**src/rtl/dma_seq_pkg.sv**
```systemverilog
package dma_seq_pkg;
  typedef enum logic [1:0] {
    SEQ_OFF   = 2'd0,
    SEQ_RUN   = 2'd1,
    SEQ_HALT  = 2'd2,
    SEQ_FETCH = 2'd3
  } seq_st_e;

  localparam logic [1:0] CMD_HALT   = 2'd1;
  localparam logic [1:0] CMD_STOP   = 2'd2;
  localparam logic [1:0] STATUS_ERR = 2'd3;
endpackage

```
**src/rtl/dma_seq_ptr.sv**
```systemverilog
module dma_seq_ptr #(
  parameter int PTR_W      = 49,
  parameter int DESC_BYTES = 16
) (
  input  logic             clk_i,
  input  logic             rst_ni,
  input  logic             ld_start_i,
  input  logic [PTR_W-1:0] start_i,
  input  logic             ld_nxt_i,
  input  logic [PTR_W-1:0] nxt_i,
  input  logic             adv_i,
  output logic [PTR_W-1:0] ptr_o
);
  localparam logic [PTR_W-1:0] STEP = PTR_W'(DESC_BYTES);

  logic [PTR_W-1:0] ptr_q;

  always_ff @(posedge clk_i or negedge rst_ni) begin
    if (!rst_ni)         ptr_q <= '0;
    else if (ld_start_i) ptr_q <= start_i;
    else if (ld_nxt_i)   ptr_q <= nxt_i;
    else if (adv_i)      ptr_q <= ptr_q + STEP;
  end

  assign ptr_o = ptr_q;
endmodule

```
**src/rtl/dma_seq_fsm.sv**
```systemverilog
module dma_seq_fsm
  import dma_seq_pkg::*;
#(
  parameter int ALIGN_W = 4
) (
  input  logic               clk_i,
  input  logic               rst_ni,
  input  logic               ctrl_wr_i,
  input  logic               en_i,
  input  logic               cont_i,
  input  logic               cont_start_i,
  input  logic               ptr_mem_i,
  input  logic               dsc_done_i,
  input  logic [1:0]         dsc_cmd_i,
  input  logic               dsc_linked_i,
  input  logic               err_i,
  input  logic               nxt_ack_i,
  input  logic [ALIGN_W-1:0] src_lo_i,
  input  logic [ALIGN_W-1:0] dst_lo_i,
  output logic [1:0]         state_o,
  output logic               en_o,
  output logic               cont_o,
  output logic               nxt_req_o,
  output logic               done_o,
  output logic               pause_o,
  output logic               ld_start_o,
  output logic               adv_src_o,
  output logic               ld_nxt_o
);
  seq_st_e st_q, st_d;
  logic err_q, err_d, en_q, en_d, cont_q, cont_d, mem_q, mem_d;
  logic lnk_q, lnk_d, done_q, done_d, pause_q, pause_d;
  logic misaligned;

  assign misaligned = (|src_lo_i) | (|dst_lo_i);

  always_comb begin
    st_d       = st_q;
    err_d      = err_q;
    en_d       = en_q;
    cont_d     = cont_q;
    mem_d      = mem_q;
    lnk_d      = lnk_q;
    done_d     = 1'b0;
    pause_d    = 1'b0;
    ld_start_o = 1'b0;
    adv_src_o  = 1'b0;
    ld_nxt_o   = 1'b0;

    if (ctrl_wr_i) begin
      en_d   = en_i;
      cont_d = cont_i;
      mem_d  = ptr_mem_i;
      if (en_i) err_d = 1'b0;
    end

    unique case (st_q)
      SEQ_OFF: begin
        if (ctrl_wr_i && en_i) begin
          ld_start_o = 1'b1;
          st_d       = SEQ_RUN;
        end
      end
      SEQ_HALT: begin
        if (ctrl_wr_i && cont_i) begin
          if (en_i) begin
            cont_d = 1'b0;
            st_d   = SEQ_RUN;
            if (cont_start_i) ld_start_o = 1'b1;
            else if (lnk_q)   st_d = SEQ_FETCH;
            else              adv_src_o = 1'b1;
          end else begin
            st_d = SEQ_OFF;
          end
        end
      end
      SEQ_RUN: begin
        if (mem_q && misaligned) begin
          err_d = 1'b1;
          en_d  = 1'b0;
          st_d  = SEQ_OFF;
        end else if (dsc_done_i) begin
          done_d = 1'b1;
          if (!mem_q || dsc_cmd_i == CMD_STOP) begin
            en_d = 1'b0;
            st_d = SEQ_OFF;
          end else if (dsc_cmd_i == CMD_HALT) begin
            st_d    = SEQ_HALT;
            pause_d = 1'b1;
            lnk_d   = dsc_linked_i;
          end else if (dsc_linked_i) begin
            st_d = SEQ_FETCH;
          end else begin
            adv_src_o = 1'b1;
          end
        end
      end
      SEQ_FETCH: begin
        if (nxt_ack_i) begin
          ld_nxt_o = 1'b1;
          st_d     = SEQ_RUN;
        end
      end
      default: st_d = SEQ_OFF;
    endcase

    // error event overrides every transition
    if (err_i) begin
      err_d      = 1'b1;
      en_d       = 1'b0;
      st_d       = SEQ_OFF;
      pause_d    = 1'b0;
      ld_start_o = 1'b0;
      adv_src_o  = 1'b0;
      ld_nxt_o   = 1'b0;
    end
  end

  always_ff @(posedge clk_i or negedge rst_ni) begin
    if (!rst_ni) begin
      st_q    <= SEQ_OFF;
      err_q   <= 1'b0;
      en_q    <= 1'b0;
      cont_q  <= 1'b0;
      mem_q   <= 1'b0;
      lnk_q   <= 1'b0;
      done_q  <= 1'b0;
      pause_q <= 1'b0;
    end else begin
      st_q    <= st_d;
      err_q   <= err_d;
      en_q    <= en_d;
      cont_q  <= cont_d;
      mem_q   <= mem_d;
      lnk_q   <= lnk_d;
      done_q  <= done_d;
      pause_q <= pause_d;
    end
  end

  always_comb begin
    if (err_q)                  state_o = STATUS_ERR;
    else if (st_q == SEQ_FETCH) state_o = 2'(SEQ_RUN);
    else                        state_o = 2'(st_q);
  end

  assign en_o      = en_q;
  assign cont_o    = cont_q;
  assign nxt_req_o = (st_q == SEQ_FETCH);
  assign done_o    = done_q;
  assign pause_o   = pause_q;
endmodule

```
**src/rtl/dma_run_seq.sv**
```systemverilog
module dma_run_seq #(
  parameter int PTR_W      = 49,
  parameter int DESC_BYTES = 16
) (
  input  logic             clk_i,
  input  logic             rst_ni,
  input  logic             ctrl_wr_i,
  input  logic             en_i,
  input  logic             cont_i,
  input  logic             cont_start_i,
  input  logic             ptr_mem_i,
  input  logic [PTR_W-1:0] src_start_i,
  input  logic [PTR_W-1:0] dst_start_i,
  input  logic             dsc_done_i,
  input  logic [1:0]       dsc_cmd_i,
  input  logic             dsc_linked_i,
  input  logic             err_i,
  input  logic             nxt_ack_i,
  input  logic [PTR_W-1:0] nxt_ptr_i,
  output logic [1:0]       state_o,
  output logic             en_o,
  output logic             cont_o,
  output logic [PTR_W-1:0] src_ptr_o,
  output logic [PTR_W-1:0] dst_ptr_o,
  output logic             nxt_req_o,
  output logic [PTR_W-1:0] nxt_addr_o,
  output logic             done_o,
  output logic             pause_o
);
  localparam int ALIGN_W = $clog2(DESC_BYTES);
  localparam logic [PTR_W-1:0] STEP = PTR_W'(DESC_BYTES);

  logic ld_start, adv_src, ld_nxt;

  dma_seq_fsm #(.ALIGN_W(ALIGN_W)) u_fsm (
    .clk_i        (clk_i),
    .rst_ni       (rst_ni),
    .ctrl_wr_i    (ctrl_wr_i),
    .en_i         (en_i),
    .cont_i       (cont_i),
    .cont_start_i (cont_start_i),
    .ptr_mem_i    (ptr_mem_i),
    .dsc_done_i   (dsc_done_i),
    .dsc_cmd_i    (dsc_cmd_i),
    .dsc_linked_i (dsc_linked_i),
    .err_i        (err_i),
    .nxt_ack_i    (nxt_ack_i),
    .src_lo_i     (src_ptr_o[ALIGN_W-1:0]),
    .dst_lo_i     (dst_ptr_o[ALIGN_W-1:0]),
    .state_o      (state_o),
    .en_o         (en_o),
    .cont_o       (cont_o),
    .nxt_req_o    (nxt_req_o),
    .done_o       (done_o),
    .pause_o      (pause_o),
    .ld_start_o   (ld_start),
    .adv_src_o    (adv_src),
    .ld_nxt_o     (ld_nxt)
  );

  dma_seq_ptr #(.PTR_W(PTR_W), .DESC_BYTES(DESC_BYTES)) u_src (
    .clk_i      (clk_i),
    .rst_ni     (rst_ni),
    .ld_start_i (ld_start),
    .start_i    (src_start_i),
    .ld_nxt_i   (ld_nxt),
    .nxt_i      (nxt_ptr_i),
    .adv_i      (adv_src),
    .ptr_o      (src_ptr_o)
  );

  // destination pointer only reloads here; its advance belongs to the datapath
  dma_seq_ptr #(.PTR_W(PTR_W), .DESC_BYTES(DESC_BYTES)) u_dst (
    .clk_i      (clk_i),
    .rst_ni     (rst_ni),
    .ld_start_i (ld_start),
    .start_i    (dst_start_i),
    .ld_nxt_i   (1'b0),
    .nxt_i      ('0),
    .adv_i      (1'b0),
    .ptr_o      (dst_ptr_o)
  );

  // next-pointer word sits right after the current descriptor
  assign nxt_addr_o = src_ptr_o + STEP;
endmodule

```
**config.mk**
```make
export PLATFORM = sky130hd
export DESIGN_NAME = dma_run_seq
export DESIGN_NICKNAME = d
export VERILOG_FILES = /design/src/rtl/dma_seq_pkg.sv /design/src/rtl/dma_seq_ptr.sv /design/src/rtl/dma_seq_fsm.sv /design/src/rtl/dma_run_seq.sv
export SDC_FILE = /design/constraint.sdc
export NUM_CORES = 1
export LEC_CHECK = 0
export BUFFER_PORTS_ARGS = -buffer_cell sky130_fd_sc_hd__buf_2
export CAP_MARGIN = 5
export CORE_MARGIN = 4
export CORE_UTILIZATION = 47
export DETAILED_ROUTE_END_ITERATION = 7
export GPL_ROUTABILITY_DRIVEN = 0
export GPL_TIMING_DRIVEN = 0
export PLACE_DENSITY = 0.81
export SETUP_SLACK_MARGIN = 0.15
export SLEW_MARGIN = 25
export SYNTH_ARGS = -nofsm -noshare
export SYNTH_HDL_FRONTEND = slang
export SYNTH_SLANG_ARGS = --single-unit
```
**constraint.sdc**
```tcl
create_clock -name clk_i -period 3.5 [get_ports clk_i]
set_input_delay 0.7 -clock clk_i [delete_from_list [all_inputs] [get_ports clk_i]]
set_output_delay 0.7 -clock clk_i [all_outputs]
set_load 0.005 [all_outputs]
```
==> results.md, run 1 <==
* Top cell type's share of synthesized area at 40.5%
* Max-slew headroom at 41.4%
* Hold Vio Cnt, Final at 0
* Initial Utilization at 47.8%
* Layout cell share with drive strength beyond 1 at 36.6%
* Worst VDD drop at 0.350 mV
* Pint at 3.32 mW
* GRT overflow at 0
* R2r startpoint: u_dst.ptr_o[1]$_DFFE_PN0P_
* CTS root buffer: clkbuf_16
* Min-Delay Path Class: input port to async pin
* Max Used Layer: met5
* Most frequent cells in the layout: 313 x buf_2, 200 x nand2_1, 90 x dfrtp_1, 39 x clkbuf_1, 38 x nor2_1
* # DRC at 0
* Reg clk slew, reported paths at 80 ps
* DRT Wirelength at 26.7 mm
* RSZ-0062 raised after global routing: yes
* FP Rows at 43
* Pins Over Slew Limit at 0
* Fill cells at 1,215
* Unique cell type count in the Yosys netlist at 80
* Synthesized flop and latch total at 107
* Status: finished, final reports clean
* Logic pwr share at 43.8%
* Fmax at 0.300 GHz
* Reg power frac at 37.7%
* R2R depth at 7
* Pwr/cell area at 625 nW/um^2
* Synth async-reset ratio at 100%
* Drt pass-1 iters at 5
* Initial antenna violation count at 2
* CP Max Fanout at 8
* First-pass GRT wire length at 40.5 mm
* Area occupied by multi-input gates at 3640 sq um
* Sink Count at 107
* Reg2Reg Capture Point: u_src.ptr_o[47]$_DFFE_PN0P_
* Mapped Nets at 960
* Clock share of power at 18.5%
* DR WL met2 at 12.3 mm
* Layout area overhead at 35.1%
* Post-synthesis cell count at 795
* Synth area leaders: dfrtp_1 41%, nand2_1 11%, xnor2_1 3.2%
* CTS H-tree depth at 3
* GRT Total Usage at 32.0%
* Vias after detailed routing at 7,777
* Met3 wire len at 2.85 mm
* Avg WL per Cell at 20.2 microns
* Met1 wire length at 10.3 mm
* Switching Share at 40.4%
* Commonest non-fill, non-tap cell in the layout: buf_2
* Period minus WS final at 3330 ps
* Ports at 314
* CTS tree: yes
* Max-Cap Viols at 0
* Post-route clock period utilization at 95.3%
* CP Capture Type: output pin
* CP startpoint kind: register
* Max Clock Skew at 6.55 ps
* Starting DRT DRC Count at 1,074
* Die width at 127 microns
* Detailed Place HPWL at 20.1 mm
* Cell taking the most area after synthesis: dfrtp_1
* CORE AREA at 13,800 sq um
* Via/cell ratio at 5.90
* Number of global-route vias before repair at 7,365
* Sequential share of the synthesized area at 40.5%
* Die area at 16,000 sq um
* Reg2reg setup slack at 420 ps
* Die Span Y at 127 microns
* Register area at 2700 sq um
* Tightest hold margin at 251 ps
* Mean Syn Cell Area at 8.31 sq um
* Cell Area, Synth at 6610 sq um
* Critical path class: register to output pin
* Number of flops mapped to enable cells by yosys at 0
* Setup Total Neg Slack at 0 ps
* Maximum clock path buffer count at 2
* Final net count at 1,298
* CTS Hold Buffers Added at 0
* Worst-Skew Late Latency at 350 ps
* Leak at 4.27 nW
* Ys Warns at 0
* Worst slew pin tran at 878 ps
* Ys flop type: dfrtp_1
* Switching power at 2.26 mW
* Port bufs at 312
* Worst Path Required at 2800 ps
* Largest net degree at the start of global routing at 67
* Critical Path AT at 2630 ps
* Detail Route Antenna Nets at 0
* Endpoints failing setup at 0
* Cts bufs inserted at 9
[kinds of logic (layout without fill, tap and decap cells)]
family / count (synthesis) / count (layout) / share of synthesized area (%)
xor+xnor: 32 / 32 / 4.24
fa+ha+maj: 5 / 5 / 0.946
compound gates: 166 / 166 / 18.1
flops: 107 / 107 / 40.5
other cells: 0 / 1 / 0
simple gates: 397 / 397 / 29.5
mux: 9 / 9 / 1.46
buf+inv: 79 / 422 / 5.21
[state kept, by name (all words and copies together) (netlist names), named ones only]
register	flops
u_fsm.st_q	2
u_src.ptr_o	49
u_fsm.en_o	1
u_fsm.err_q	1
u_fsm.lnk_q	1
u_fsm.pause_o	1
u_dst.ptr_o	49
u_fsm.mem_q	1
u_fsm.done_o	1
[per-layer routing]
layer  global-route usage (%)  vias to the layer above
li1                         -                     3535
met1                     41.8                     3625
met2                     51.6                      514
met3                     6.15                      101
met4                     14.5                        2
met5                        0                        -
[stage by stage]
| step | instance area [sq um] | worst slack (ps) | total power, mW | utilization [%] | std cells |
|---|---|---|---|---|---|
| floorplan | 6610 | 654 | 3.23 | - | 795 |
| finish | 8930 | 166 | 5.58 | 64.6 | 1319 |
| CTS | 8840 | 123 | 5.48 | 63.9 | 1313 |
| global placement | 8400 | 262 | 4.31 | 60.7 | 1287 |
| detailed placement | 8430 | 239 | 4.37 | 61.0 | 1288 |
| global route | 8930 | 86.3 | 5.93 | 64.6 | 1319 |
[synthesized netlist by cell type (all sizes together), types with 4 or more instances]
library cell  number
dfrtp            107
o211ai            11
nor4              11
a31oi             25
buf               16
nor3              21
o22ai              5
and3              12
inv               20
o31ai             16
o21ai             29
nor2              39
o31a               5
nand2            201
or4                9
or2                8
or3               20
a21oi             17
ha                 5
a311oi             4
xnor2             24
xor2               8
nand2b             9
clkbuf            43
nand4             21
mux2i              4
a32oi              9
and4               8
nand3             26
mux2               5
[area by class of cell]
class	instances	share of cell area (%)
sequential	107	30.2
multi-input combinational	609	40.8
tap	180	2.52
clock inverter	7	0.785
inverter	20	0.841
antenna	1	0.0280
buffer	59	3.22
clock buffer	9	2.52
timing repair buffer	327	19.0
[power groups by stage]
stage	Sequential [mW]	Clock [mW]	Combinational, mW
finish	2.10	1.03	2.44
global placement	2.10	0	2.21
floorplan	2.06	0	1.16
CTS	2.08	1.04	2.37
detailed placement	2.10	0	2.27
global route	2.16	1.09	2.67
[timing repair]
item	in CTS	in global routing
resized for setup	17	20
hold endpoints to repair	0	0
pin swaps	4	4
setup buffers	9	5
endpoints found under the setup margin	12	12
[worst max path at each step]
| stage | from | endpoint | slack [ps] | cells after the start |
|---|---|---|---|---|
| after floorplan | u_src.ptr_o[4]$_DFFE_PN0P_ | nxt_addr_o[48] | 650 | 7 |
| after global placement | u_src.ptr_o[4]$_DFFE_PN0P_ | nxt_addr_o[46] | 260 | 7 |
| after detailed placement | u_src.ptr_o[4]$_DFFE_PN0P_ | nxt_addr_o[40] | 240 | 7 |
| after CTS | u_src.ptr_o[19]$_DFFE_PN0P_ | nxt_addr_o[43] | 120 | 8 |
| after global routing | u_src.ptr_o[4]$_DFFE_PN0P_ | nxt_addr_o[48] | 90 | 8 |
| final | u_src.ptr_o[4]$_DFFE_PN0P_ | nxt_addr_o[48] | 170 | 8 |
[worst max-delay path, stage by stage, from the launching register on]
cell and delay, ps:
dfrtp_2 380, ha_1 160, buf_6 140, nand3_1 110, or4_4 480, or4_4 580, nor3_4 160, xor2_1 140
buf_2 120
Power figures use the tool's default switching activity.
==> inputs of run 2 (changes only) <==
--- a/config.mk
+++ b/config.mk
@@ -5,14 +5,14 @@
 export SDC_FILE = /design/constraint.sdc
 export NUM_CORES = 1
 export LEC_CHECK = 0
-export BUFFER_PORTS_ARGS = -buffer_cell sky130_fd_sc_hd__buf_2
+export ABC_AREA = 1
 export CAP_MARGIN = 5
 export CORE_MARGIN = 4
-export CORE_UTILIZATION = 47
+export CORE_UTILIZATION = 50
 export DETAILED_ROUTE_END_ITERATION = 7
+export DONT_BUFFER_PORTS = 1
 export GPL_ROUTABILITY_DRIVEN = 0
 export GPL_TIMING_DRIVEN = 0
-export PLACE_DENSITY = 0.81
 export SETUP_SLACK_MARGIN = 0.15
 export SLEW_MARGIN = 25
 export SYNTH_ARGS = -nofsm -noshare
==> run 2 against run 1 <==
Final cell count down 3.9%. Non-clock buffer count down 335. Global-route usage down 0.56 points. Sequential share of layout area up 5.1 points. Hold slack worse by 230 ps. Register-to-register slack better by 730 ps. Flip-flop and latch count unchanged. Largest power group is now sequential cells. Highest routed layer unchanged.
==> results.md, run 2 <==
* Status: finished, final reports clean
* Max-slew headroom at 50.5% (+9.0 points)
* Crit path buffers/inverters at 0 (-2)
* RSZ-0062 raised after global routing: no
* DRT Wirelength at 25.6 mm (-4.0%)
* Post-route clock period utilization at 88.0% (-7.2 points)
* Synth async-reset ratio at 100% (unchanged)
* Number of global-route vias before repair at 6,788 (-7.8%)
* Port bufs at 0 (-100%)
* Initial Utilization at 51.0% (+3.2 points)
* Placed insts at 1,251 (-2.9%)
* Commonest non-fill, non-tap cell in the layout: nand2_1
* Crit. Startpoint: u_src.ptr_o[4]$_DFFE_PN0P_
* Critical Path AT at 2380 ps (-250 ps)
* Final net count at 1,247 (-3.9%)
* CORE AREA at 13,800 sq um (unchanged)
* Via/cell ratio at 5.57 (-5.6%)
* Compound-Gate Fraction of Synth Area at 7.49% (-11 points)
* Top delay family on crit path: simple AND/OR/NAND/NOR gates
* Largest family of logic cells by synthesized area: simple AND/OR/NAND/NOR gates
* Area occupied by multi-input gates at 3880 sq um (+6.6%)
* CP Capture Point: nxt_addr_o[38]
* Critical path class: register to output pin
* Die Span Y at 127 microns (+0.11%)
* Post-Synth XOR/XNOR Area at 2.18% (-2.1 points)
* Cell taking the most area after synthesis: dfrtp_1
* # diodes at 0 (-1)
* Min-Delay Path Class: input port to async pin
* CTS Hold Buffers Added at 0 (unchanged)
* Starting DRT DRC Count at 628 (-42%)
* Crit-path max cell delay at 510 ps (-70 ps)
* Mean Syn Cell Area at 6.58 sq um (-21%)
* GRT Total Usage at 31.4% (-0.56 points)
* Post_cts resized at 0 (-17)
* Synth area leaders: dfrtp_1 38%, nand2_1 25%, nand3_1 8.1%
* Largest net degree at the start of global routing at 108 (+61%)
* Finished Layout Cells at 1,267 (-3.9%)
* Die width at 127 microns (+0.11%)
* CTS root buffer: clkbuf_16
* Setup Total Neg Slack at 0 ps (unchanged)
* Met1 wire length at 10.0 mm (-2.7%)
* Max Clock Skew at 15.0 ps (+8.47 ps)
* Die area at 16,100 sq um (+0.21%)
* Avg WL per Cell at 20.2 microns (-0.10%)
* Top post-synthesis cells by count: 469 x nand2_1, 114 x nand3_1, 112 x nor2_1
* Ports at 314 (unchanged)
* Unique cell type count in the Yosys netlist at 35 (-56%)
* Register area at 2680 sq um (-0.79%)
* Endpoints failing setup at 0 (unchanged)
* Detail Route Antenna Nets at 0 (unchanged)
* Worst VDD drop at 0.338 mV (-3.6%)
* Post-synthesis cell count at 1,071 (+35%)
* Cts bufs inserted at 9 (unchanged)
* Mapped Nets at 1,236 (+29%)
* Initial antenna violation count at 1 (-1)
* Fill cells at 1,439 (+18%)
* Worst Path Required at 2800 ps (about the same)
* Sink Count at 107 (unchanged)
* Setup bufs post-CTS at 0 (-9)
* CTS tree: yes
* Reg clk slew, reported paths at 90 ps (about the same)
* Worst path cell trace: ha_1 > nand3_2 > nor2_2 > nand3_1 > nor2_1 > nand3_1 > and2_1
* Maximum clock path buffer count at 2 (unchanged)
* WP depth at 7 (-1)
* Multiplexer area fraction after synthesis at 0% (-1.5 points)
* Max Used Layer: met5
* CTS H-tree depth at 3 (unchanged)
* Met3 wire len at 2.50 mm (-12%)
* Layout area overhead at 7.40%
* Leak at 3.76 nW (-12%)
* Synthesized flop and latch total at 107 (unchanged)
* Most frequent cells in the layout: 469 x nand2_1, 114 x nand3_1, 112 x nor2_1, 107 x dfrtp_1, 55 x inv_1
* Layout cell share with drive strength beyond 1 at 8.92% (-28 points)
* Most used cell, CP: nand3_1
* Synth Area in Adders at 0.888% (-0.059 points)
* First-pass GRT wire length at 38.9 mm (-3.9%)
* R2R depth at 11 (+4)
* Period minus WS final at 3080 ps (-253 ps)
* Top cell type's share of synthesized area at 38.0% (-2.5 points)
* CP Max Fanout at 7 (-1)
* Ys flop type: dfrtp_1
* CP startpoint kind: register
* Pwr/cell area at 620 nW/um^2 (-0.75%)
* Pins Over Slew Limit at 0 (unchanged)
* Ys Warns at 0 (unchanged)
* Critical Path Slowest Stage Cell: dfrtp_1
* Vias after detailed routing at 7,055 (-9.3%)
* Detailed Place HPWL at 20.1 mm (+0.12%)
* Hold Vio Cnt, Final at 0 (unchanged)
* Worst-Skew Late Latency at 360 ps (about the same)
* Number of flops mapped to enable cells by yosys at 0 (unchanged)
* Reg2reg setup slack at 1150 ps (+730 ps)
* Drt pass-1 iters at 5 (unchanged)
* Post-Synth Simple-Gate Area at 44.5% (+15 points)
* # DRC at 0 (unchanged)
* DR WL met2 at 12.4 mm (+0.78%)
* CP Capture Type: output pin
* R2r startpoint: u_src.ptr_o[4]$_DFFE_PN0P_
* FP Rows at 43 (unchanged)
* Cell with the most instances after synthesis: nand2_1
* Max-Cap Viols at 0 (unchanged)
* Cell Area, Synth at 7050 sq um (+6.6%)
* Worst slew pin tran at 743 ps (-135 ps)
* Fmax at 0.325 GHz (+8.2%)
* GRT overflow at 0 (unchanged)
* Sequential share of the synthesized area at 38.0% (-2.5 points)
* Reg2Reg Capture Point: u_src.ptr_o[26]$_DFFE_PN0P_
run 2: changes by cell type after synthesis, sizes merged, moves of 23 or more:
cell,delta
nand2,+273
nand3,+89
nor2,+83
inv,+36
a21oi,+32
clkbuf,-28
a31oi,-23
run 2: power by group:
| group | switching (mW) | total [mW] | internal [mW] |
|---|---|---|---|
| clock | 0.530 | 1.04 | 0.506 |
| sequential | 0.662 | 2.32 | 1.65 |
| combinational | 0.811 | 1.34 | 0.532 |
| total | 2.00 | 4.69 | 2.69 |
run 2: cell type report:
class,count,share of cell area (%)
Tap cell,180,2.98
Clock inverter,7,0.942
Buffer,51,3.65
Multi-Input combinational cell,857,51.3
Clock buffer,9,2.98
Inverter,56,2.78
Sequential cell,107,35.4
run 2: routing by layer:
layer	up-vias	global-route usage, %
met2	345	52.6
met3	45	9.01
li1	3409	-
met5	-	0
met1	3254	39.0
met4	2	10.7
run 2: worst min-delay path by stage:
stage | start | endpoint | slack (ps) | cells after the start
2_1_floorplan | rst_ni | async pin | 400 | 0
3_3_place_gp | rst_ni | u_src.ptr_o[10]$_DFFE_PN0P_ | 410 | 0
3_5_place_dp | rst_ni | u_src.ptr_o[14]$_DFFE_PN0P_ | 410 | 0
4_1_cts | rst_ni | u_src.ptr_o[45]$_DFFE_PN0P_ | 20 | 0
5_1_grt | rst_ni | u_src.ptr_o[45]$_DFFE_PN0P_ | 9 | 0
6_report | rst_ni | u_src.ptr_o[45]$_DFFE_PN0P_ | 20 | 0
run 2: kinds of logic after synthesis:
| family | after synthesis |
|---|---|
| AO/OA/AOI/OAI | 84 |
| XOR/XNOR | 15 |
| adder cells (fa/ha/maj) | 5 |
| buffers and inverters | 107 |
| flip-flops | 107 |
| AND/OR/NAND/NOR | 753 |
run 2: metrics by stage:
stage | hold WS, ps | utilization, % | instance area (sq um) | power [mW] | setup slack (ps)
finish | 21.4 | 54.7 | 7570 | 4.69 | 419
global route | 8.81 | 54.7 | 7570 | 5.04 | 299
CTS | 15.5 | 54.7 | 7570 | 4.72 | 418
detailed placement | 408 | 52.6 | 7270 | 3.67 | 809
global placement | 407 | 52.6 | 7270 | 3.65 | 815
floorplan | 404 | - | 7050 | 3.17 | 1320
